$ cat src/rtl/boothMulPkg.sv
package boothMulPkg;
  // strobes from the sequencer to the datapath
  typedef struct packed {
    logic load;  // capture operands, clear partial product
    logic step;  // one radix-4 iteration
  } mulStrobes_t;
endpackage

$ cat src/rtl/boothRecoder.sv
module boothRecoder (
  input  logic [2:0] triple,   // {x(i+1), x(i), x(i-1)}
  output logic       nonZero,
  output logic       twoX,
  output logic       negate
);
  always_comb begin
    nonZero = 1'b0;
    twoX    = 1'b0;
    negate  = 1'b0;
    unique case (triple)
      3'b001, 3'b010: nonZero = 1'b1;
      3'b011: begin nonZero = 1'b1; twoX = 1'b1; end
      3'b100: begin nonZero = 1'b1; twoX = 1'b1; negate = 1'b1; end
      3'b101, 3'b110: begin nonZero = 1'b1; negate = 1'b1; end
      default: ;
    endcase
  end
endmodule

$ cat src/rtl/boothCtrl.sv
module boothCtrl
  import boothMulPkg::*;
#(
  parameter int STEPS = 4
) (
  input  logic        clk,
  input  logic        rstN,
  input  logic        start,
  output mulStrobes_t strobes,
  output logic        done
);
  localparam int CW = (STEPS > 1) ? $clog2(STEPS) : 1;

  typedef enum logic { IDLE, RUN } state_t;
  state_t        state;
  logic [CW-1:0] stepCnt;

  always_ff @(posedge clk or negedge rstN) begin
    if (!rstN) begin
      state   <= IDLE;
      stepCnt <= '0;
      done    <= 1'b0;
    end else begin
      done <= 1'b0;
      unique case (state)
        IDLE: if (start) begin
          state   <= RUN;
          stepCnt <= '0;
        end
        RUN: if (stepCnt == CW'(STEPS - 1)) begin
          state <= IDLE;
          done  <= 1'b1;
        end else begin
          stepCnt <= stepCnt + 1'b1;
        end
        default: state <= IDLE;
      endcase
    end
  end

  always_comb begin
    strobes.load = (state == IDLE) && start;
    strobes.step = (state == RUN);
  end
endmodule

$ cat src/rtl/boothDatapath.sv
module boothDatapath
  import boothMulPkg::*;
#(
  parameter int WIDTH = 8
) (
  input  logic               clk,
  input  logic               rstN,
  input  mulStrobes_t        strobes,
  input  logic [WIDTH-1:0]   multiplicand,
  input  logic [WIDTH-1:0]   multiplier,
  output logic [2*WIDTH-1:0] product
);
  localparam int ADDW = WIDTH + 2;

  logic [WIDTH-1:0] aReg;
  logic [ADDW-1:0]  hiReg;
  logic [WIDTH-1:0] loReg;
  logic             prevBit;

  logic nonZero, twoX, negate;
  boothRecoder u_recoder (
    .triple  ({loReg[1:0], prevBit}),
    .nonZero (nonZero),
    .twoX    (twoX),
    .negate  (negate)
  );

  logic [ADDW-1:0] oneA, twoA, picked, operand, sum;
  always_comb begin
    oneA    = {{2{aReg[WIDTH-1]}}, aReg};
    twoA    = {aReg[WIDTH-1], aReg, 1'b0};
    picked  = nonZero ? (twoX ? twoA : oneA) : '0;
    operand = negate ? ~picked : picked;
    sum     = hiReg + operand + ADDW'(negate);
  end

  always_ff @(posedge clk or negedge rstN) begin
    if (!rstN) begin
      aReg    <= '0;
      hiReg   <= '0;
      loReg   <= '0;
      prevBit <= 1'b0;
    end else if (strobes.load) begin
      aReg    <= multiplicand;
      hiReg   <= '0;
      loReg   <= multiplier;
      prevBit <= 1'b0;
    end else if (strobes.step) begin
      hiReg   <= {{2{sum[ADDW-1]}}, sum[ADDW-1:2]};
      loReg   <= {sum[1:0], loReg[WIDTH-1:2]};
      prevBit <= loReg[1];
    end
  end

  assign product = {hiReg[WIDTH-1:0], loReg};
endmodule

$ cat src/rtl/boothMul.sv
module boothMul
  import boothMulPkg::*;
#(
  parameter int WIDTH = 8
) (
  input  logic               clk,
  input  logic               rstN,
  input  logic               start,
  input  logic [WIDTH-1:0]   multiplicand,
  input  logic [WIDTH-1:0]   multiplier,
  output logic               done,
  output logic [2*WIDTH-1:0] product
);
  localparam int STEPS = WIDTH / 2;

  mulStrobes_t strobes;

  boothCtrl #(.STEPS(STEPS)) u_ctrl (
    .clk     (clk),
    .rstN    (rstN),
    .start   (start),
    .strobes (strobes),
    .done    (done)
  );

  boothDatapath #(.WIDTH(WIDTH)) u_dp (
    .clk          (clk),
    .rstN         (rstN),
    .strobes      (strobes),
    .multiplicand (multiplicand),
    .multiplier   (multiplier),
    .product      (product)
  );
endmodule

$ cat config.mk
export PLATFORM = sky130hd
export DESIGN_NAME = boothMul
export DESIGN_NICKNAME = d
export VERILOG_FILES = /design/src/rtl/boothMulPkg.sv /design/src/rtl/boothRecoder.sv /design/src/rtl/boothCtrl.sv /design/src/rtl/boothDatapath.sv /design/src/rtl/boothMul.sv
export SDC_FILE = /design/constraint.sdc
export NUM_CORES = 1
export LEC_CHECK = 0
export ABC_AREA = 1
export CAP_MARGIN = 20
export CORE_MARGIN = 1
export CORE_UTILIZATION = 55
export CTS_BUF_LIST = sky130_fd_sc_hd__clkbuf_16
export CTS_CLUSTER_SIZE = 24
export DETAILED_ROUTE_END_ITERATION = 8
export GPL_TIMING_DRIVEN = 0
export PLACE_DENSITY = 0.82
export SLEW_MARGIN = 20
export SYNTH_ARGS = -nofsm -noshare
export SYNTH_HDL_FRONTEND = slang
export SYNTH_SLANG_ARGS = --single-unit
export TNS_END_PERCENT = 30
$ cat constraint.sdc
create_clock -name clk -period 6.63 [get_ports clk]
set_clock_uncertainty 0.15 [all_clocks]
set_input_delay 1.989 -clock clk [delete_from_list [all_inputs] [get_ports clk]]
set_output_delay 1.989 -clock clk [all_outputs]
set_load 0.01 [all_outputs]
# Word-level counts from Yosys, hierarchy flattened
# Cells that the tools add are included.
[classes]
add_sub_neg = 3
n_mul = 0
n_div = 0
order_cmp = 0
eq_ne = 9
n_shift = 0
muxes = 20
bitwise_logic = 2
reduce_logical = 6
[op_table]
columns = ["operator", "count"]
rows = [
  ["two-way mux 10 bit", 4],
  ["two-way mux 8 bit", 3],
  ["adder 10 x 1 -> 10 bit", 1],
  ["adder 10 bit", 1],
  ["NOT 10 bit", 1],
  ["equality test 3 bit, second input constant", 3],
  ["two-way mux 1 bit", 9],
  ["equality test 3 x 2 -> 1 bit, second input constant", 2],
  ["OR reduction 6 bit", 1],
  ["two-way mux 2 bit", 2],
  ["inequality test 2 bit, second input constant", 2],
  ["case mux 2 bit (2 select lines)", 1],
  ["equality test 3 x 1 -> 1 bit, second input constant", 1],
  ["OR reduction 3 bit", 1],
  ["adder 2 x 1 -> 2 bit, second input constant", 1],
  ["equality test 2 bit, second input constant", 1],
  ["case mux 1 bit (2 select lines)", 1],
  ["AND reduction 2 bit", 1],
  ["nonzero test 2 bit", 1],
  ["OR reduction 2 bit", 1],
  ["logical AND 1 bit", 1],
  ["NOT 1 bit", 1],
]
[word_totals]
reg_bits = 31
latch_bits = 0
mem_bits_rw = 0
romBits = 0
output_inout_bits = 17
memories = 0

# Depth between registers and ports, before layout
# Gate-level depths: netlist of the first run.
[logic_depth]
word_depth = 11
mapped_depth = 17
depth_no_buf = 17

# By module
# Synthesis of the first run repeated with hierarchy kept, for this count alone.
[unflattened]
hier_cells = 248
area_unflattened_um2 = 1863.0
[modules_own_cells]
columns = ["mod", "n_inst", "cells_per_inst", "area_per_inst_um2", "seq_area_each_um2"]
rows = [
  ["boothDatapath", 1, 218, 1640.3, 625.6],
  ["boothCtrl", 1, 20, 182.7, 100.1],
  ["boothRecoder", 1, 10, 40.0, 0.0],
]

# Worst setup path before layout of the first run
# No wires, ideal clock.
[synth_timing]
kind = "input to register"
start = "input start"
end = "register u_dp.loReg[7]"
setup_ns = 0.068
t_arrival_ns = 2.471
required_ns = 6.412
path_slack_ns = 3.940
path_stages = 4
path_buffers = 1
cell_sequence = "nor2_1 -> buf_2 -> nand2_1 -> nand3_1"
[synth_between]
elab_chain_len = 2
word_cells_on_any_way = 3
classes_between = "mux: 1; reduce/logical: 2"
[synth_rtl]
columns = ["item", "line_no", "text"]
rows = [
  ["from (decl)", "boothMul.sv:8", "input logic start,"],
  ["logical AND 1 bit (*)", "boothCtrl.sv:42", "strobes.load = (state == IDLE) && start;"],
  ["two-way mux 8 bit / nonzero test 2 bit (equally long branches)", "-", ""],
  ["to (signal assigned)", "boothDatapath.sv:46", "loReg <= multiplier;"],
  ["to (signal assigned)", "boothDatapath.sv:50", "loReg <= {sum[1:0], loReg[WIDTH-1:2]};"],
  ["to (decl)", "boothDatapath.sv:17", "logic [WIDTH-1:0] loReg;"],
]
# Mark *: on every way between the ends. The rest lies on a longest branch, timed or not.
# A chain may end at the register's enable or synchronous reset.

# Worst setup path in the final report of the first run
[layout_timing]
start = "register u_dp.loReg[1]"
end = "output product[1]"
[layout_rtl]
columns = ["item", "line_no", "text"]
rows = [
  ["to (decl)", "boothMul.sv:12", "output logic [2*WIDTH-1:0] product"],
]
# No word-level cell between the ends.

==> summary.md, run 1 <==
| Metric | Value |
|---|---|
| Worst path slowest cell | clkdlybuf4s50_1 |
| Worst Setup Start Kind | flop |
| ANT nets after route | 0 |
| Setup Total Neg Slack | 0 ps |
| # diodes | 0 |
| RSZ-0062 raised after global routing | no |
| WP depth | 1 |
| FF+latch count, synth | 29 |
| Top FF cell, synth | dfrtp_1 |
| CTS HTree Levels | 2 |
| Gr usage total | 28.1% |
| CP peak stage delay | 570 ps |
| Die height | 58.3 microns |
| PostCTS Resize Cnt | 0 |
| Post-Synthesis Cells | 223 |
| Synth unique cells | 27 |
| XOR/XNOR Fraction of Synth Area | 3.52% |
| Final design utilization | 75.2% |
| Clock Root Buffer | clkbuf_16 |
| Post-synthesis sequential area ratio | 41.7% |
| Type of the worst setup path | reg2out |
| Drt wl/cell | 13.2 microns |
| I/O Pins | 36 |
| Vias in the first global route | 1617 |
| Post-synth ARST share | 100% |
| Post-CTS Setup Repair Bufs | 0 |
| Post-Layout Inst Area | 2280 sq um |
| Reg2reg start | u_dp.loReg[1] |
| Synth Area in Simple Gates | 24.8% |
| Critical Path RT | 4490 ps |
| Final hold vios | 0 |
| First-pass GRT wire length | 7030 microns |
| WL final | 4080 microns |
| Crit. End Element | output pin |
| Fmax | 291 MHz |
| Syn avg cell area | 7.80 sq um |
| # hold bufs at CTS | 0 |
| CP bufs+invs | 1 |
| RD Place Congestion | 0.853 |
| Share of layout cells above drive strength 1 | 8.27% |
| I/O Buffers | 35 |
| Result of the run | completed |
| Multiplexer area fraction after synthesis | 0% |
| Hold Slack | 323 ps |
| Drc violations | 0 |
| Final slew viol count | 0 |
| Syn Nets | 252 |
| # nets final | 294 |
| Worst setup path start | u_dp.loReg[1] |
| Num CTS Buffers | 5 |
| Tightest Hold Check Type | reg2reg |
| Worst r2r path cells | 13 |
| Critical Path End | product[1] |
| YS warnings | 0 |
| Row Count | 20 |
| TritonCTS clock tree | done |
| Antenna violations before repair | 0 |
| Maximum number of pins on one net before global-route repair | 30 |
| Syn-to-layout area delta | 30.9% |
| Drt initial violations | 79 |
| Final global-route overflow total | 0 |
| Setup-failing EPs final | 0 |
| Reg2reg setup slack | 4100 ps |
| Period utilization | 51.8% |
| DR vias | 1647 |
| WP data arrival | 1290 ps |
| Clock latency on the worst-skew pair | 270 ps |
| 1st-pass router iterations | 4 |
| Clock Pin Slew Worst Setup and Hold Paths | 50 ps |
| Slew margin rel. | 56.5% |
| Vias/cell | 5.31 |
| Synth Area in Compound Gates | 14.5% |
| Die ar. | 3390 sq um |
| Measured slew at the worst slew-check pin | 653 ps |
| Max_cap viols | 0 |
| Tmin final | 3430 ps |
| Placed Area | 2140 sq um |
| Worst path cell trace | clkdlybuf4s50_1 |
| EDFF count, synth | 0 |
| Die X-Extent | 58.3 microns |
| Final HPWL DP | 2970 microns |
| Critical path's top delay family | buffers and inverters |
| Max Root-Sink Buffers | 2 |
| Initial Util | 57.5% |
| Core Area | 3030 sq um |
| Netlist Area Pre-Place | 1740 sq um |
| Post-synthesis adder-cell area fraction | 7.62% |
| Worst-path fanout max | 5 |
| Largest family of logic cells by synthesized area | simple AND/OR/NAND/NOR gates |
| CTS Sinks | 29 |
| End of the worst register-to-register path | u_dp.hiReg[4] |
==> flip-flops by register name (all words and copies together) (netlist names) <==
| name | flops |
|---|---|
| u_ctrl.done | 1 |
| u_ctrl.state | 1 |
| u_ctrl.stepCnt | 2 |
| u_dp.aReg | 8 |
| u_dp.hiReg | 8 |
| u_dp.loReg | 8 |
| u_dp.prevBit | 1 |
==> worst min path at each step <==
stage	startpoint	end	slack [ps]	depth (start not counted)
floorplan	u_ctrl.stepCnt[0]	u_ctrl.stepCnt[0]	300	1
global placement	u_ctrl.stepCnt[0]	u_ctrl.stepCnt[0]	320	1
detailed placement	u_ctrl.stepCnt[0]	u_ctrl.stepCnt[0]	320	1
CTS	u_ctrl.stepCnt[0]	u_ctrl.stepCnt[0]	330	1
global route	u_ctrl.stepCnt[0]	u_ctrl.stepCnt[0]	350	1
finish	u_ctrl.stepCnt[0]	u_ctrl.stepCnt[0]	320	1
==> cell usage in the layout (no fill, tap or decap), types with 3 or more instances in the layout <==
cell / n
nand2_1: 72
clkdlybuf4s50_1: 34
dfrtp_1: 29
inv_1: 27
o21ai_0: 13
nand3_1: 11
nor2_1: 10
ha_1: 9
o22ai_1: 8
xnor2_1: 7
a21oi_1: 7
clkbuf_16: 5
buf_2: 4
o211ai_1: 4
nand2_2: 3
o21ai_1: 3
==> cells in the mapped netlist, types with 4 or more instances <==
library cell / instances / area [sq um]
o211ai_1: 4 / 30.0
nand3_1: 11 / 55.1
nor2_1: 10 / 37.5
dfrtp_1: 29 / 726
ha_1: 9 / 113
a21oi_1: 7 / 35.0
inv_1: 27 / 101
o22ai_1: 8 / 50.1
nand2_1: 72 / 270
o21ai_0: 13 / 65.1
xnor2_1: 7 / 61.3
==> area by class of cell <==
class                      instances  area [sq um]
inverter                          29           109
buffer                             4          28.8
clock inverter                     3          12.5
sequential                        29           726
multi-input combinational        161           877
fill                             235           749
clock buffer                       5           125
tap                               44          55.1
timing repair buffer              35           345
==> per-layer routing <==
metal | wire length [microns] | vias to the layer above | track usage (%)
met4 | 78 | 0 | 11.2
li1 | - | 812 | -
met5 | 0 | - | 0
met2 | 2080 | 58 | 48.6
met3 | 254 | 8 | 7.59
met1 | 1660 | 769 | 32.9
==> stage by stage <==
stage          setup WS (ps)  std cells
4_1_cts                 3190        310
3_5_place_dp            3250        302
6_report                3200        310
2_1_floorplan           3940        223
3_3_place_gp            2940        302
5_1_grt                 3150        310
==> logic make-up after synthesis <==
kind of cell	Yosys count
buf+inv	33
xor+xnor	7
flops	29
simple gates	102
fa+ha+maj	10
compound gates	42
Power of run 1 is not shown: default switching activity piles up to over one toggle a cycle in this logic, so the estimate is an artifact.
==> run 2, diff against run 1 <==
Settings changed: CORE_UTILIZATION 55 to 46, PLACE_DENSITY 0.82 to 0.73.
Clock period 6.63 ns to 3 ns, I/O delays scaled along.
==> summary.md, run 2 (synthesis gave the netlist of run 1 again) <==
| Metric | Value |
|---|---|
| Result of the run | completed |
| WL final | 4050 microns (-0.74%) |
| Most common cell after layout, fill and taps aside | nand2_1 |
| Critical Path RT | 3010 ps (-1480 ps) |
| Slew margin rel. | 56.3% (-0.18 points) |
| Setup Total Neg Slack | 0 ps (unchanged) |
| # hold bufs at CTS | 0 (unchanged) |
| Met3 global-route usage | 3.26% (-4.3 points) |
| Tightest Hold Check Type | reg2reg |
| Area of the multi-input gates | 877 sq um (unchanged) |
| Drt wl/cell | 13.0 microns (-1.1%) |
| Final global-route overflow total | 0 (unchanged) |
| CP bufs+invs | 0 (-1) |
| I/O Buffers | 35 (unchanged) |
| Crit. End Element | flop |
| Num CTS Buffers | 5 (unchanged) |
| Die ar. | 4030 sq um (+19%) |
| Fmax | 397 MHz |
| Most frequent cells in the layout | nand2_1, clkdlybuf4s50_1, dfrtp_1 |
| Clock Root Buffer | clkbuf_16 |
| Fillers | 318 (+35%) |
| Row Count | 21 (+5.0%) |
| Syn-to-layout area delta | 30.8% |
| # diodes | 0 (unchanged) |
| Final HPWL DP | 2880 microns (-2.9%) |
| Busiest grt layer | met2 |
| Final slew viol count | 0 (unchanged) |
| # nets final | 294 (unchanged) |
| Final hold vios | 0 (unchanged) |
| Vias in the first global route | 1540 (-4.8%) |
| Die height | 63.5 microns (+9.0%) |
| Max Root-Sink Buffers | 2 (unchanged) |
| Maximum number of pins on one net before global-route repair | 30 (unchanged) |
| Vias/cell | 5.21 (-2.0%) |
| Sequential cell area | 726 sq um (unchanged) |
| Initial Util | 50.2% (-7.3 points) |
| Core Area | 3470 sq um (+15%) |
| Clock Pin Slew Worst Setup and Hold Paths | 50 ps (about the same) |
| Type of the worst setup path | reg2reg |
| Worst-path fanout max | 7 (+2) |
| Die X-Extent | 63.5 microns (+9.0%) |
| ANT nets after route | 0 (unchanged) |
| Period utilization | 84.1% |
| Post-Layout Inst Area | 2280 sq um (-0.11%) |
| Met2 Usage GRT | 36.8% (-12 points) |
| CTS Sinks | 29 (unchanged) |
| Critical path's top delay family | simple AND/OR/NAND/NOR gates |
| RSZ-0062 raised after global routing | no |
| Drc violations | 0 (unchanged) |
| PostCTS Resize Cnt | 0 (unchanged) |
| Placed Area | 2140 sq um (+0.12%) |
| Setup-failing EPs final | 0 (unchanged) |
| DR vias | 1620 (-1.6%) |
| Tmin final | 2520 ps |
| RD Place Congestion | 0.882 (+3.4%) |
| I/O Pins | 36 (unchanged) |
| Drt initial violations | 60 (-24%) |
| Clock latency on the worst-skew pair | 270 ps (about the same) |
| Share of layout cells above drive strength 1 | 7.92% (-0.35 points) |
| Measured slew at the worst slew-check pin | 656 ps (+2.66 ps) |
| Worst Setup Start Kind | flop |
| WP data arrival | 2530 ps (+1240 ps) |
| Post-CTS Setup Repair Bufs | 0 (unchanged) |
| TritonCTS clock tree | done |
| Worst path cell trace | nand2_2 > nand2_1 > nand2_1 > o22ai_1 > xnor2_1 > ha_1 > a21oi_2 > o21ai_0 > a21oi_2 > nand3_1 > nand3_1 > nand2_1 |
| Worst path slowest cell | dfrtp_1 |
| CTS HTree Levels | 2 (unchanged) |
| CP peak stage delay | 410 ps (-160 ps) |
| Most used cell along the critical path | nand2_1 |
| 1st-pass router iterations | 4 (unchanged) |
| Top Registers | u_dp.aReg (8), u_dp.hiReg (8), u_dp.loReg (8) |
| Gr usage total | 22.1% (-6.0 points) |
| Max_cap viols | 0 (unchanged) |
| M1 GR Usage | 29.3% (-3.6 points) |
| Reg2reg setup slack | 480 ps (-3620 ps) |
| First-pass GRT wire length | 6950 microns (-1.2%) |
| Antenna violations before repair | 0 (unchanged) |
run 2: changes by cell type in the layout (fill, tap and decap cells not counted):
cell,before,now
inv_1,27,28
clkinv_1,2,1
clkinv_2,1,0
run 2: path summary, 6_finish.rpt:
check / startpoint / end / cells after the start
setup / recovery: u_dp.loReg[0] / u_dp.hiReg[8] / 12
hold / removal: u_ctrl.stepCnt[0] / u_ctrl.stepCnt[0] / 1
setup reg to reg: u_dp.loReg[0] / u_dp.hiReg[8] / 12
hold reg to reg: u_ctrl.stepCnt[0] / u_ctrl.stepCnt[0] / 1
max in group asynchronous: rstN / u_ctrl.stepCnt[1] / 1
min in group asynchronous: rstN / u_dp.aReg[3] / 1
run 2: layout make-up:
type	instances	share of cell area (%)
multi-input combinational	161	38.5
sequential	29	31.9
timing repair buffer	35	15.2
clock buffer	5	5.50
inverter	29	4.78
tap	46	2.53
buffer	4	1.26
clock inverter	2	0.330
run 2: routing by layer:
metal  routed length (microns)  up-vias
li1                          -      810
met1                      1930      761
met2                      1900       43
met3                       181        6
met4                        38        0
met5                         0        -
run 2: worst reg2reg max path, stage by stage, from the launching register on:
cell	delay, ps
dfrtp_1	410
nand2_2	160
nand2_1	60
nand2_1	200
o22ai_1	130
xnor2_1	220
ha_1	340
a21oi_2	210
o21ai_0	140
a21oi_2	170
nand3_1	90
nand3_1	90
nand2_1	50
run 2: per-stage QoR:
stage | std cells | hold slack [ps] | setup WS [ps] | utilization, %
2_1_floorplan | 223 | 300 | 749 | -
3_3_place_gp | 304 | 317 | 372 | 61.9
3_5_place_dp | 304 | 320 | 511 | 61.8
4_1_cts | 311 | 326 | 475 | 65.6
5_1_grt | 311 | 373 | 228 | 65.6
6_report | 311 | 324 | 478 | 65.6
Power of run 2 is left out for the same reason.
